--- src/rtl/vpic_pkg.sv ---
// Shared register addresses and field positions for the vectored
// peripheral interrupt controller. Assumes a 32-bit register bus and at
// most 32 sources, so a vector fits in 5 bits.
package vpic_pkg;

    typedef enum logic [1:0] {
        RA_CFG  = 2'd0,
        RA_MASK = 2'd1,
        RA_ISR  = 2'd2,
        RA_VEC  = 2'd3
    } reg_addr_e;

    localparam int CFG_HP_LSB   = 0;   // override source, 5 bits
    localparam int CFG_HP_W     = 5;
    localparam int CFG_GIE_BIT  = 7;   // global enable
    localparam int CFG_LVL_LSB  = 13;  // host interrupt level
    localparam int CFG_LVL_W    = 3;
    localparam int CFG_SLOT_LSB = 16;  // serial slot fields
    localparam int N_SER        = 4;
    localparam int SLOT_W       = 2;
    localparam int VEC_RD_LSB   = 11;  // vector position on read
    localparam int VEC_ERR      = 0;   // reserved error vector

endpackage

--- src/rtl/vpic_regs.sv ---
// Register file of the controller: configuration fields, enable mask and
// in-service word. Assumes one bus access per cycle; in-service bits are
// set by the claim unit and cleared by a write-one-to-clear store.
module vpic_regs
    import vpic_pkg::*;
#(
    parameter int NSRC  = 32,
    parameter int VEC_W = 5
) (
    input  logic                      clk,
    input  logic                      rst_n,
    input  logic                      bus_we,
    input  logic [1:0]                bus_addr,
    input  logic [31:0]               bus_wdata,
    input  logic [NSRC-1:0]           isr_set,
    output logic                      gie,
    output logic [VEC_W-1:0]          hp_vec,
    output logic [CFG_LVL_W-1:0]      lvl,
    output logic [N_SER*SLOT_W-1:0]   slot,
    output logic [NSRC-1:0]           mask,
    output logic [NSRC-1:0]           isr
);

    logic wr_cfg, wr_mask, wr_isr;
    logic [NSRC-1:0] isr_clr;

    // decode the register being written
    always_comb begin
        wr_cfg  = bus_we && (bus_addr == RA_CFG);
        wr_mask = bus_we && (bus_addr == RA_MASK);
        wr_isr  = bus_we && (bus_addr == RA_ISR);
        isr_clr = wr_isr ? bus_wdata[NSRC-1:0] : '0;
    end

    // configuration fields
    always_ff @(posedge clk) begin
        if (!rst_n) begin
            gie    <= 1'b0;
            hp_vec <= '0;
            lvl    <= '0;
            slot   <= '0;
        end else if (wr_cfg) begin
            gie    <= bus_wdata[CFG_GIE_BIT];
            hp_vec <= bus_wdata[CFG_HP_LSB +: VEC_W];
            lvl    <= bus_wdata[CFG_LVL_LSB +: CFG_LVL_W];
            slot   <= bus_wdata[CFG_SLOT_LSB +: N_SER*SLOT_W];
        end
    end

    // enable mask, all sources masked out of reset
    always_ff @(posedge clk) begin
        if (!rst_n) begin
            mask <= '0;
        end else if (wr_mask) begin
            mask <= bus_wdata[NSRC-1:0];
        end
    end

    // in-service word: set on claim, cleared bit by bit at end of interrupt
    always_ff @(posedge clk) begin
        if (!rst_n) begin
            isr <= '0;
        end else begin
            isr <= (isr & ~isr_clr) | isr_set;
        end
    end

    logic unused_wbits;
    assign unused_wbits = ^bus_wdata;

    assert_mask_reset_R1: assert property (@(posedge clk) disable iff (!rst_n)
        $rose(rst_n) |-> (mask == '0) && (isr == '0));

    assert_eoi_clears_only_R9: assert property (@(posedge clk) disable iff (!rst_n)
        wr_isr |=> isr == ($past(isr) & ~$past(bus_wdata[NSRC-1:0])));

    assert_one_claim_set_R4: assert property (@(posedge clk) disable iff (!rst_n)
        $onehot0(isr_set));

endmodule

--- src/rtl/vpic_prio.sv ---
// Priority resolver. Builds a rank key per source (override bit, then the
// serial slot or plain vector), finds the most urgent in-service key, and
// picks the lowest-key eligible source. Assumes SER_BASE+N_SER <= NSRC.
module vpic_prio
    import vpic_pkg::*;
#(
    parameter int NSRC     = 32,
    parameter int VEC_W    = 5,
    parameter int SER_BASE = 26
) (
    input  logic                      clk,
    input  logic                      rst_n,
    input  logic [NSRC-1:0]           src,
    input  logic [NSRC-1:0]           mask,
    input  logic [NSRC-1:0]           isr,
    input  logic [VEC_W-1:0]          hp_vec,
    input  logic [N_SER*SLOT_W-1:0]   slot,
    output logic                      any_elig,
    output logic [VEC_W-1:0]          win_vec
);

    localparam int KEY_W = VEC_W + 2;
    localparam logic [KEY_W-1:0] KEY_NONE = {1'b1, {(KEY_W-1){1'b0}}};

    logic [KEY_W-1:0] key [NSRC];
    logic [KEY_W-1:0] ins_key;
    logic [KEY_W-1:0] best_key;
    logic [NSRC-1:0]  elig;

    for (genvar v = 0; v < NSRC; v++) begin : g_src
        logic [VEC_W-1:0] base;
        if ((v >= SER_BASE) && (v < SER_BASE + N_SER)) begin : g_ser
            // serial channel ranks by its slot inside the serial band
            assign base = VEC_W'(SER_BASE) + VEC_W'(slot[(v-SER_BASE)*SLOT_W +: SLOT_W]);
        end else begin : g_plain
            assign base = VEC_W'(v);
        end
        assign key[v] = {1'b0, (hp_vec != VEC_W'(v)), base};
        if (v == VEC_ERR) begin : g_err
            assign elig[v] = 1'b0;
        end else begin : g_req
            assign elig[v] = src[v] && mask[v] && (key[v] < ins_key);
        end
    end

    logic unused_err_src;
    assign unused_err_src = src[VEC_ERR] ^ mask[VEC_ERR];

    // most urgent key among sources currently in service
    always_comb begin
        ins_key = KEY_NONE;
        for (int v = 0; v < NSRC; v++) begin
            if (isr[v] && (key[v] < ins_key)) ins_key = key[v];
        end
    end

    // lowest key among eligible sources, ties to the lower vector
    always_comb begin
        best_key = KEY_NONE;
        win_vec  = '0;
        for (int v = 0; v < NSRC; v++) begin
            if (elig[v] && (key[v] < best_key)) begin
                best_key = key[v];
                win_vec  = VEC_W'(v);
            end
        end
        any_elig = |elig;
    end

    assert_winner_eligible_R5: assert property (@(posedge clk) disable iff (!rst_n)
        any_elig |-> src[win_vec] && mask[win_vec]);

    assert_in_service_blocked_R8: assert property (@(posedge clk) disable iff (!rst_n)
        any_elig |-> !isr[win_vec]);

endmodule

--- src/rtl/vpic_ack.sv ---
// Claim unit. On a claim request it marks the winning source in service
// and latches its vector, or latches the error vector and pulses the error
// line when nothing is eligible. Assumes the claim is a single-cycle strobe.
module vpic_ack
    import vpic_pkg::*;
#(
    parameter int NSRC  = 32,
    parameter int VEC_W = 5
) (
    input  logic               clk,
    input  logic               rst_n,
    input  logic               ack_req,
    input  logic               any_elig,
    input  logic [VEC_W-1:0]   win_vec,
    output logic [VEC_W-1:0]   vec_q,
    output logic               err_pulse,
    output logic [NSRC-1:0]    isr_set
);

    // one-hot in-service set for a successful claim
    always_comb begin
        isr_set = '0;
        if (ack_req && any_elig) isr_set[win_vec] = 1'b1;
    end

    // latch claimed vector and flag an empty claim
    always_ff @(posedge clk) begin
        if (!rst_n) begin
            vec_q     <= '0;
            err_pulse <= 1'b0;
        end else begin
            err_pulse <= ack_req && !any_elig;
            if (ack_req) vec_q <= any_elig ? win_vec : VEC_W'(VEC_ERR);
        end
    end

    assert_claim_latches_R4: assert property (@(posedge clk) disable iff (!rst_n)
        (ack_req && any_elig) |=> (vec_q == $past(win_vec)) && !err_pulse);

    assert_empty_claim_err_R10: assert property (@(posedge clk) disable iff (!rst_n)
        (ack_req && !any_elig) |=> err_pulse && (vec_q == VEC_W'(VEC_ERR)));

    assert_err_single_R10: assert property (@(posedge clk) disable iff (!rst_n)
        (err_pulse && !$past(ack_req, 2)) |=> !err_pulse);

endmodule

--- src/rtl/vpic_top.sv ---
// Vectored peripheral interrupt controller top. Connects the register
// file, priority resolver and claim unit, decodes the claim strobe and
// muxes register reads. Assumes NSRC <= 32.
module vpic_top
    import vpic_pkg::*;
#(
    parameter int NSRC     = 32,
    parameter int SER_BASE = 26
) (
    input  logic              clk,
    input  logic              rst_n,
    input  logic [NSRC-1:0]   src_i,
    input  logic              bus_we,
    input  logic [1:0]        bus_addr,
    input  logic [31:0]       bus_wdata,
    output logic [31:0]       bus_rdata,
    output logic              irq_o,
    output logic              err_irq_o,
    output logic [2:0]        cpu_level_o
);

    localparam int VEC_W = $clog2(NSRC);

    logic                      gie;
    logic [VEC_W-1:0]          hp_vec;
    logic [CFG_LVL_W-1:0]      lvl;
    logic [N_SER*SLOT_W-1:0]   slot;
    logic [NSRC-1:0]           mask;
    logic [NSRC-1:0]           isr;
    logic [NSRC-1:0]           isr_set;
    logic                      any_elig;
    logic [VEC_W-1:0]          win_vec;
    logic [VEC_W-1:0]          vec_q;
    logic                      ack_req;

    // claim strobe: write of bit 0 to the vector word
    assign ack_req = bus_we && (bus_addr == RA_VEC) && bus_wdata[0];

    vpic_regs #(.NSRC(NSRC), .VEC_W(VEC_W)) u_regs (
        .clk(clk), .rst_n(rst_n), .bus_we(bus_we), .bus_addr(bus_addr),
        .bus_wdata(bus_wdata), .isr_set(isr_set), .gie(gie), .hp_vec(hp_vec),
        .lvl(lvl), .slot(slot), .mask(mask), .isr(isr)
    );

    vpic_prio #(.NSRC(NSRC), .VEC_W(VEC_W), .SER_BASE(SER_BASE)) u_prio (
        .clk(clk), .rst_n(rst_n), .src(src_i), .mask(mask), .isr(isr),
        .hp_vec(hp_vec), .slot(slot), .any_elig(any_elig), .win_vec(win_vec)
    );

    vpic_ack #(.NSRC(NSRC), .VEC_W(VEC_W)) u_ack (
        .clk(clk), .rst_n(rst_n), .ack_req(ack_req), .any_elig(any_elig),
        .win_vec(win_vec), .vec_q(vec_q), .err_pulse(err_irq_o), .isr_set(isr_set)
    );

    // combined interrupt and level outputs
    assign irq_o       = gie && any_elig;
    assign cpu_level_o = lvl;

    // register read mux
    always_comb begin
        bus_rdata = '0;
        case (bus_addr)
            RA_CFG: begin
                bus_rdata[CFG_HP_LSB +: VEC_W]              = hp_vec;
                bus_rdata[CFG_GIE_BIT]                      = gie;
                bus_rdata[CFG_LVL_LSB +: CFG_LVL_W]         = lvl;
                bus_rdata[CFG_SLOT_LSB +: N_SER*SLOT_W]     = slot;
            end
            RA_MASK: bus_rdata[NSRC-1:0] = mask;
            RA_ISR:  bus_rdata[NSRC-1:0] = isr;
            default: bus_rdata[VEC_RD_LSB +: VEC_W] = vec_q;
        endcase
    end

    assert_irq_claim_no_err_R3: assert property (@(posedge clk) disable iff (!rst_n)
        (ack_req && irq_o) |=> !err_irq_o);

    assert_no_irq_when_off_R3: assert property (@(posedge clk) disable iff (!rst_n)
        (bus_we && bus_addr == RA_CFG && !bus_wdata[CFG_GIE_BIT]) |=> !irq_o);

endmodule

--- config.mk ---
export PLATFORM = sky130hd
export DESIGN_NAME = vpic_top
export DESIGN_NICKNAME = d
export VERILOG_FILES = /design/src/rtl/vpic_pkg.sv /design/src/rtl/vpic_regs.sv /design/src/rtl/vpic_prio.sv /design/src/rtl/vpic_ack.sv /design/src/rtl/vpic_top.sv
export SDC_FILE = /design/constraint.sdc
export NUM_CORES = 1
export LEC_CHECK = 0
export BUFFER_PORTS_ARGS = -buffer_cell sky130_fd_sc_hd__buf_2
export CORE_MARGIN = 3
export CORE_UTILIZATION = 45
export DETAILED_ROUTE_END_ITERATION = 12
export PLACE_DENSITY_LB_ADDON = 0.3
export SLEW_MARGIN = 20
export SYNTH_ARGS = -nofsm -noshare
export SYNTH_HDL_FRONTEND = slang
export SYNTH_SLANG_ARGS = --single-unit
export TNS_END_PERCENT = 10
--- constraint.sdc ---
create_clock -name clk -period 135.6 [get_ports clk]
set_input_delay 0 -clock clk [delete_from_list [all_inputs] [get_ports clk]]
set_output_delay 0 -clock clk [all_outputs]
set_load 0.02 [all_outputs]
======== After elaboration in Yosys (flattened, before gate mapping) ========
Cells that the tools add are included.
word-level totals
  input port bits ......................... 69
  word-level logic and storage cells ...... 389
  bits in registers ....................... 87
cells by class
  equality and inequality tests ........... 34
  reductions and logical operators ........ 138
  order comparisons ....................... 96
  muxes and demuxes ....................... 106
  bitwise logic cells ..................... 3
  add/subtract/negate cells ............... 4
operators by type and width
  operator             count
  $lt 6x7->1           92
  $mux 7               62
  $logic_and 1x1->1    134
  $mux 5               17
  $ne 5x5->1 const B   16
  $mux 32              2
  $ne 5x4->1 const B   8
  $and 32x32->32       1
  $mux 4               8
  $not 32->32          1
  $or 32x32->32        1
  $reduce_or 31->1     1
  $pmux 8 s3           1
  $add 4x3->5 const A  4
  $ne 5x3->1 const B   4
  $pmux 8 s2           1
  $pmux 5 s3           1
  $lt 6x7->1 const B   2
  $mux 3               4
  $ne 5x2->1 const B   2
  $pmux 3 s3           1
  $lt 5x6->1 const B   1
  $pmux 2 s3           1
  $pmux 3 s2           1
  other kinds (12)     15

======== Longest topological paths before layout ========
  depth in word-level cells ............... 197
  depth in mapped cells ................... 251
  gate-level depth less buffers ........... 247

======== Cells and area by module ========
Synthesis repeated with hierarchy kept, for this count alone.
unflattened totals
  cell total of the unflattened synthesis .. 1,564
  area, all modules ....................... 11,174.5 sq um
by module, submodules not included
  module     cells an instance  area each (sq um)  times used
  vpic_prio  1,074              7,064.3            1
  vpic_regs  332                3,051.7            1
  vpic_top   88                 610.6              1
  vpic_ack   70                 447.9              1

======== Worst setup path before layout ========
Ideal clock, no wire load.
  path kind ............................... flip-flop to flip-flop
  start ................................... register u_regs.hp_vec[0]
  end ..................................... register u_regs.isr[4]
  library setup time ...................... 96 ps
  cell stages (with the launch flop) ...... 240
  path buffers ............................ 3
  required time ........................... 135,504 ps
  data arrival time ....................... 44,547 ps
  path slack .............................. 90,957 ps
  path through ............................ dfxtp_1 buf_2 mux2_2 a221oi_1 o21ai_0 ha_1 nor3b_1 a31oi_1 o211a_2 nor2_1 ha_1 nor2_1 a22oi_1 o32a_1 a21o_1 ha_1 nor3b_1 or2_0 [... 204 more ...] ha_1 a21o_1 a21o_1 or3_1 o221ai_2 and2_4 buf_2 nand2_1 o21a_1 ha_1 nor2_1 o21ai_0 nor2b_1 nand3_1 inv_1 nand4_1 or4_4 o41ai_2
on the way
  longest elaborated chain between the ends .. 197
  elaborated cells between the ends (all ways) .. 322
RTL lines
  what                                                                   RTL line         text
  from (decl)                                                            vpic_regs.sv:17  output logic [VEC_W-1:0] hp_vec,
  from (signal assigned)                                                 vpic_regs.sv:44  hp_vec <= bus_wdata[CFG_HP_LSB +: VEC_W];
  $reduce_bool 5->1                                                      vpic_prio.sv:38  assign key[v] = {1'b0, (hp_vec != VEC_W'(v)), base};
  $lt 6x7->1                                                             vpic_prio.sv:53  if (isr[v] && (key[v] < ins_key)) ins_key = key[v];
  $logic_and 1x1->1                                                      vpic_prio.sv:53
  $mux 7                                                                 vpic_prio.sv:53
  $lt 6x7->1                                                             vpic_prio.sv:53
  $logic_and 1x1->1                                                      vpic_prio.sv:53
  $mux 7                                                                 vpic_prio.sv:53
  $lt 6x7->1                                                             vpic_prio.sv:53
  [... 181 more ...]                                                     n/a
  $logic_and 1x1->1                                                      vpic_prio.sv:62  if (elig[v] && (key[v] < best_key)) begin
  $mux 5                                                                 vpic_prio.sv:62
  $lt 5x6->1 (not written as such) / $ge 5x1->1 (equally long branches)  vpic_ack.sv:23   if (ack_req && any_elig) isr_set[win_vec] = 1'b1;
  $logic_and 1x1->1 (not written as such)                                vpic_ack.sv:23
  $mux 1 (not written as such)                                           vpic_ack.sv:23
  $demux 1 s5                                                            n/a
  $mux 32 (*)                                                            vpic_ack.sv:23
  $or 32x32->32 (*)                                                      vpic_regs.sv:64  isr <= (isr & ~isr_clr) | isr_set;
  to (signal assigned)                                                   vpic_regs.sv:64
  to (decl)                                                              vpic_regs.sv:21  output logic [NSRC-1:0] isr
Mark *: on every way between the ends. The rest lies on a longest branch, timed or not.
A chain may end at the register's enable or synchronous reset.

======== Worst setup path after layout ========
Same ends and word-level chain as after synthesis.

==> flow_metrics.py <==
metrics = {
    "timing": {
        "fin_worst_skew_ns": 0.00753,
        "slew_headroom_pct": 26.1,
        "period_needed_ns": 52.21,
        "fmax_ghz": 0.0192,
        "post-route-period-util_pct": 38.5,
        "tightest_slew_ns": 1.11,
        "rsz0062_at_grt": "false",
        "drv_slew": 0,
        "setup_violations": 0,
        "hold_viol": 0,
        "setup_tns_ns": 0,
    },
    "critical_path": {
        "critical_path_class": "reg2reg",
        "slowest_delay_ns": 0.79,
        "rr_worst_depth": 232,
        "cpLargestDelayFamily": "compound AO/OA/AOI/OAI gates",
        "reg2reg_to": "u_regs.isr[4]$_SDFF_PN0_",
        "cp-end-kind": "register",
        "arrival_ns": 52.46,
        "r2r_start": "u_regs.hp_vec[0]$_SDFFE_PN0P_",
        "crit_slowest_cell": "dfxtp_1",
        "crit_top_cell": "ha_1",
        "cp-start-kind": "register",
        "path_buf_inv": 9,
        "worst-endpoint-required_ns": 135.85,
        "cp_max_fo": 17,
        "rrSetupSlack_ns": 83.39,
    },
    "job": {
        "max_cap_violations": 0,
    },
    "grt": {
        "grtUsageTotal_pct": 33.4,
        "grt_pass1_wl_um": 70000,
        "grt_antenna_before_repair": 0,
        "grt_max_degree": 90,
        "grt_overflow": 0,
        "grt_pass1_vias": 12300,
    },
    "logic_synthesis": {
        "syn-cell-area_mm2": 0.0112,
        "ys_top_cells_by_area": "dfxtp_1 (16%), ha_1 (11%), nand2_1 (9.4%)",
        "synth_top_area_share_pct": 15.6,
        "syn_inst": 1594,
        "ys_ff_latch": 87,
        "ys_types": 105,
        "yosys.area.top_type": "dfxtp_1",
        "synth-seq-area-share_pct": 15.6,
        "yosys_warnings": 0,
        "avgSynthCellArea_um2": 7.00,
        "synth_nets": 1757,
        "synth_edf_count": 0,
        "async_flop_share_pct": 0,
        "ys.flop_type": "dfxtp_1",
    },
    "detailed_routing": {
        "wire_per_inst_um": 23.1,
        "drc": 0,
        "postRouteWirelength_um": 46200,
        "viasPerCell": 6.64,
        "dr_total_vias": 13300,
        "ant_nets": 0,
        "first_pass_iters": 8,
        "drtIter0Drc": 1499,
    },
    "pwr": {
        "p_leak_uw": 0.00498,
        "power.density_mw_per_mm2": 6.73,
        "power_uw": 83.8,
        "ir_worst_vdd_mv": 0.00925,
    },
    "layout": {
        "synthToLayoutAreaGrowth_pct": 11.6,
        "multi_input_area_mm2": 0.00888,
        "fin_nets": 1839,
        "fillers": 2413,
        "drive_gt1_share_pct": 12.6,
        "layout_common_cells": "nand2_1 (280), nor2_1 (133), buf_2 (104), ha_1 (94), dfxtp_1 (87)",
        "num_antenna_cells": 0,
        "utilization_pct": 52.1,
        "register_area_mm2": 0.00174,
        "stdcell_count": 2000,
        "layout_commonest_cell": "nand2_1",
        "final_area_mm2": 0.0125,
    },
    "floorplanning": {
        "start_util_pct": 46.7,
        "row_count": 56,
        "die_h_um": 163,
        "ios": 106,
        "die_w_um": 163,
        "dieArea_mm2": 0.0267,
        "fp.coreArea_mm2": 0.0239,
    },
    "worst_hold_path": {
        "hold_path.class": "in2reg",
        "holdCritStartpoint": "bus_we",
        "min_to": "u_ack.vec_q[1]$_SDFFE_PN0P_",
        "min_path_cells": 4,
    },
    "clocking": {
        "tritoncts": "done",
        "htree_levels": 3,
        "post_cts_buffers": 0,
        "cts_num_sinks": 87,
        "cts-root-buf": "clkbuf_16",
        "clk_path_buf_depth": 2,
        "insertion_delay_ns": 0.34,
        "clk_pin_slew_ns": 0.07,
        "cts_buffers": 9,
    },
    "status": {
        "outcome": "complete, no violations",
    },
    "placed_design": {
        "place.port_buffers": 104,
        "gp_congestion": 0.999,
        "dp_cells": 1952,
        "dp_hpwl_um": 36200,
        "dpl_cell_area_mm2": 0.0119,
    },
}
cells by family (layout without fill, tap and decap cells):
group                      count (synthesis)  after routing  share of synthesized area [%]
AOI/OAI and AO/OA                        562            562                           37.2
adders and majority gates                 94             94                           10.5
buffers and inverters                    135            222                           4.93
DFF                                       87             87                           15.6
muxes                                     11             11                           1.08
and+or+nand+nor                          705            705                           30.6
synth_stat cells (all sizes together), types with 24 or more instances:
library cell / instances
a31oi: 30
clkbuf: 64
inv: 55
ha: 94
nor2: 134
o21a: 27
o31ai: 24
nand3: 77
a21o: 26
nor2b: 33
a21oi: 74
o21ai: 101
nor3: 27
a21boi: 57
nand2: 280
dfxtp: 87
registers in the layout, indices dropped and copies added (netlist names):
signal and cells:
u_regs.mask 32, u_regs.isr 32, u_regs.slot 8, u_regs.hp_vec 5
u_regs.lvl 3, u_ack.err_pulse 1, u_regs.gie 1, u_ack.vec_q 5
area by class of cell:
type | instances | share of cell area [%]
clock buffers | 9 | 1.81
clock inverters | 7 | 0.422
inverters | 55 | 1.66
multi-input cells | 1372 | 71.3
flip-flops and latches | 87 | 14.0
well taps | 319 | 3.20
repair buffers | 151 | 7.65
layer usage:
| metal | vias up | track usage, % | part of all wire, % |
|---|---|---|---|
| li1 | 6190 | - | - |
| met3 | 105 | 7.51 | 11 |
| met2 | 760 | 52.3 | 43 |
| met5 | - | 0 | 0 |
| met1 | 6215 | 45.5 | 43 |
| met4 | 0 | 11.0 | 3.1 |
report_power, final:
group          switching, µW  leakage (µW)  total (µW)  internal [µW]
clock network           11.3      0.000142        23.9           12.7
logic                   20.5       0.00413        32.6           12.1
registers               1.15      0.000704        27.2           26.1
per-stage QoR:
| stage | hold slack (ns) | worst slack, ns |
|---|---|---|
| after floorplan | 0.0876 | 90.96 |
| after global placement | 0.270 | 85.19 |
| after detailed placement | 0.275 | 85.06 |
| after CTS | 0.145 | 84.78 |
| after global routing | 0.231 | 79.65 |
| final | 0.143 | 83.39 |
worst max-delay path by stage:
stage | start | end | slack (ns) | depth (start not counted)
floorplan | u_regs.hp_vec[0]$_SDFFE_PN0P_ | u_regs.isr[4]$_SDFF_PN0_ | 90.96 | 239
global placement | u_regs.hp_vec[0]$_SDFFE_PN0P_ | u_regs.isr[4]$_SDFF_PN0_ | 85.19 | 232
detailed placement | u_regs.hp_vec[0]$_SDFFE_PN0P_ | u_regs.isr[4]$_SDFF_PN0_ | 85.06 | 230
CTS | u_regs.hp_vec[0]$_SDFFE_PN0P_ | u_regs.isr[4]$_SDFF_PN0_ | 84.78 | 232
global route | u_regs.hp_vec[0]$_SDFFE_PN0P_ | u_regs.isr[4]$_SDFF_PN0_ | 79.65 | 232
finish | u_regs.hp_vec[0]$_SDFFE_PN0P_ | u_regs.isr[4]$_SDFF_PN0_ | 83.39 | 232
worst register-to-register path: cells and delay by family, from the launching register on:
kind,cells,cell delay (ns)
muxes,3,1.16
AOI/OAI and AO/OA,106,24.89
and+or+nand+nor,78,14.44
buffers and inverters,9,1.06
DFF,1,0.79
adders and majority gates,36,9.75
what timing repair did:
action	in CTS	in global routing
setup endpoints to repair	0	0
hold buffers	32	0
gates resized for setup	0	0
hold endpoints to repair	71	0
No activity file was read; power rests on OpenSTA's default activity.
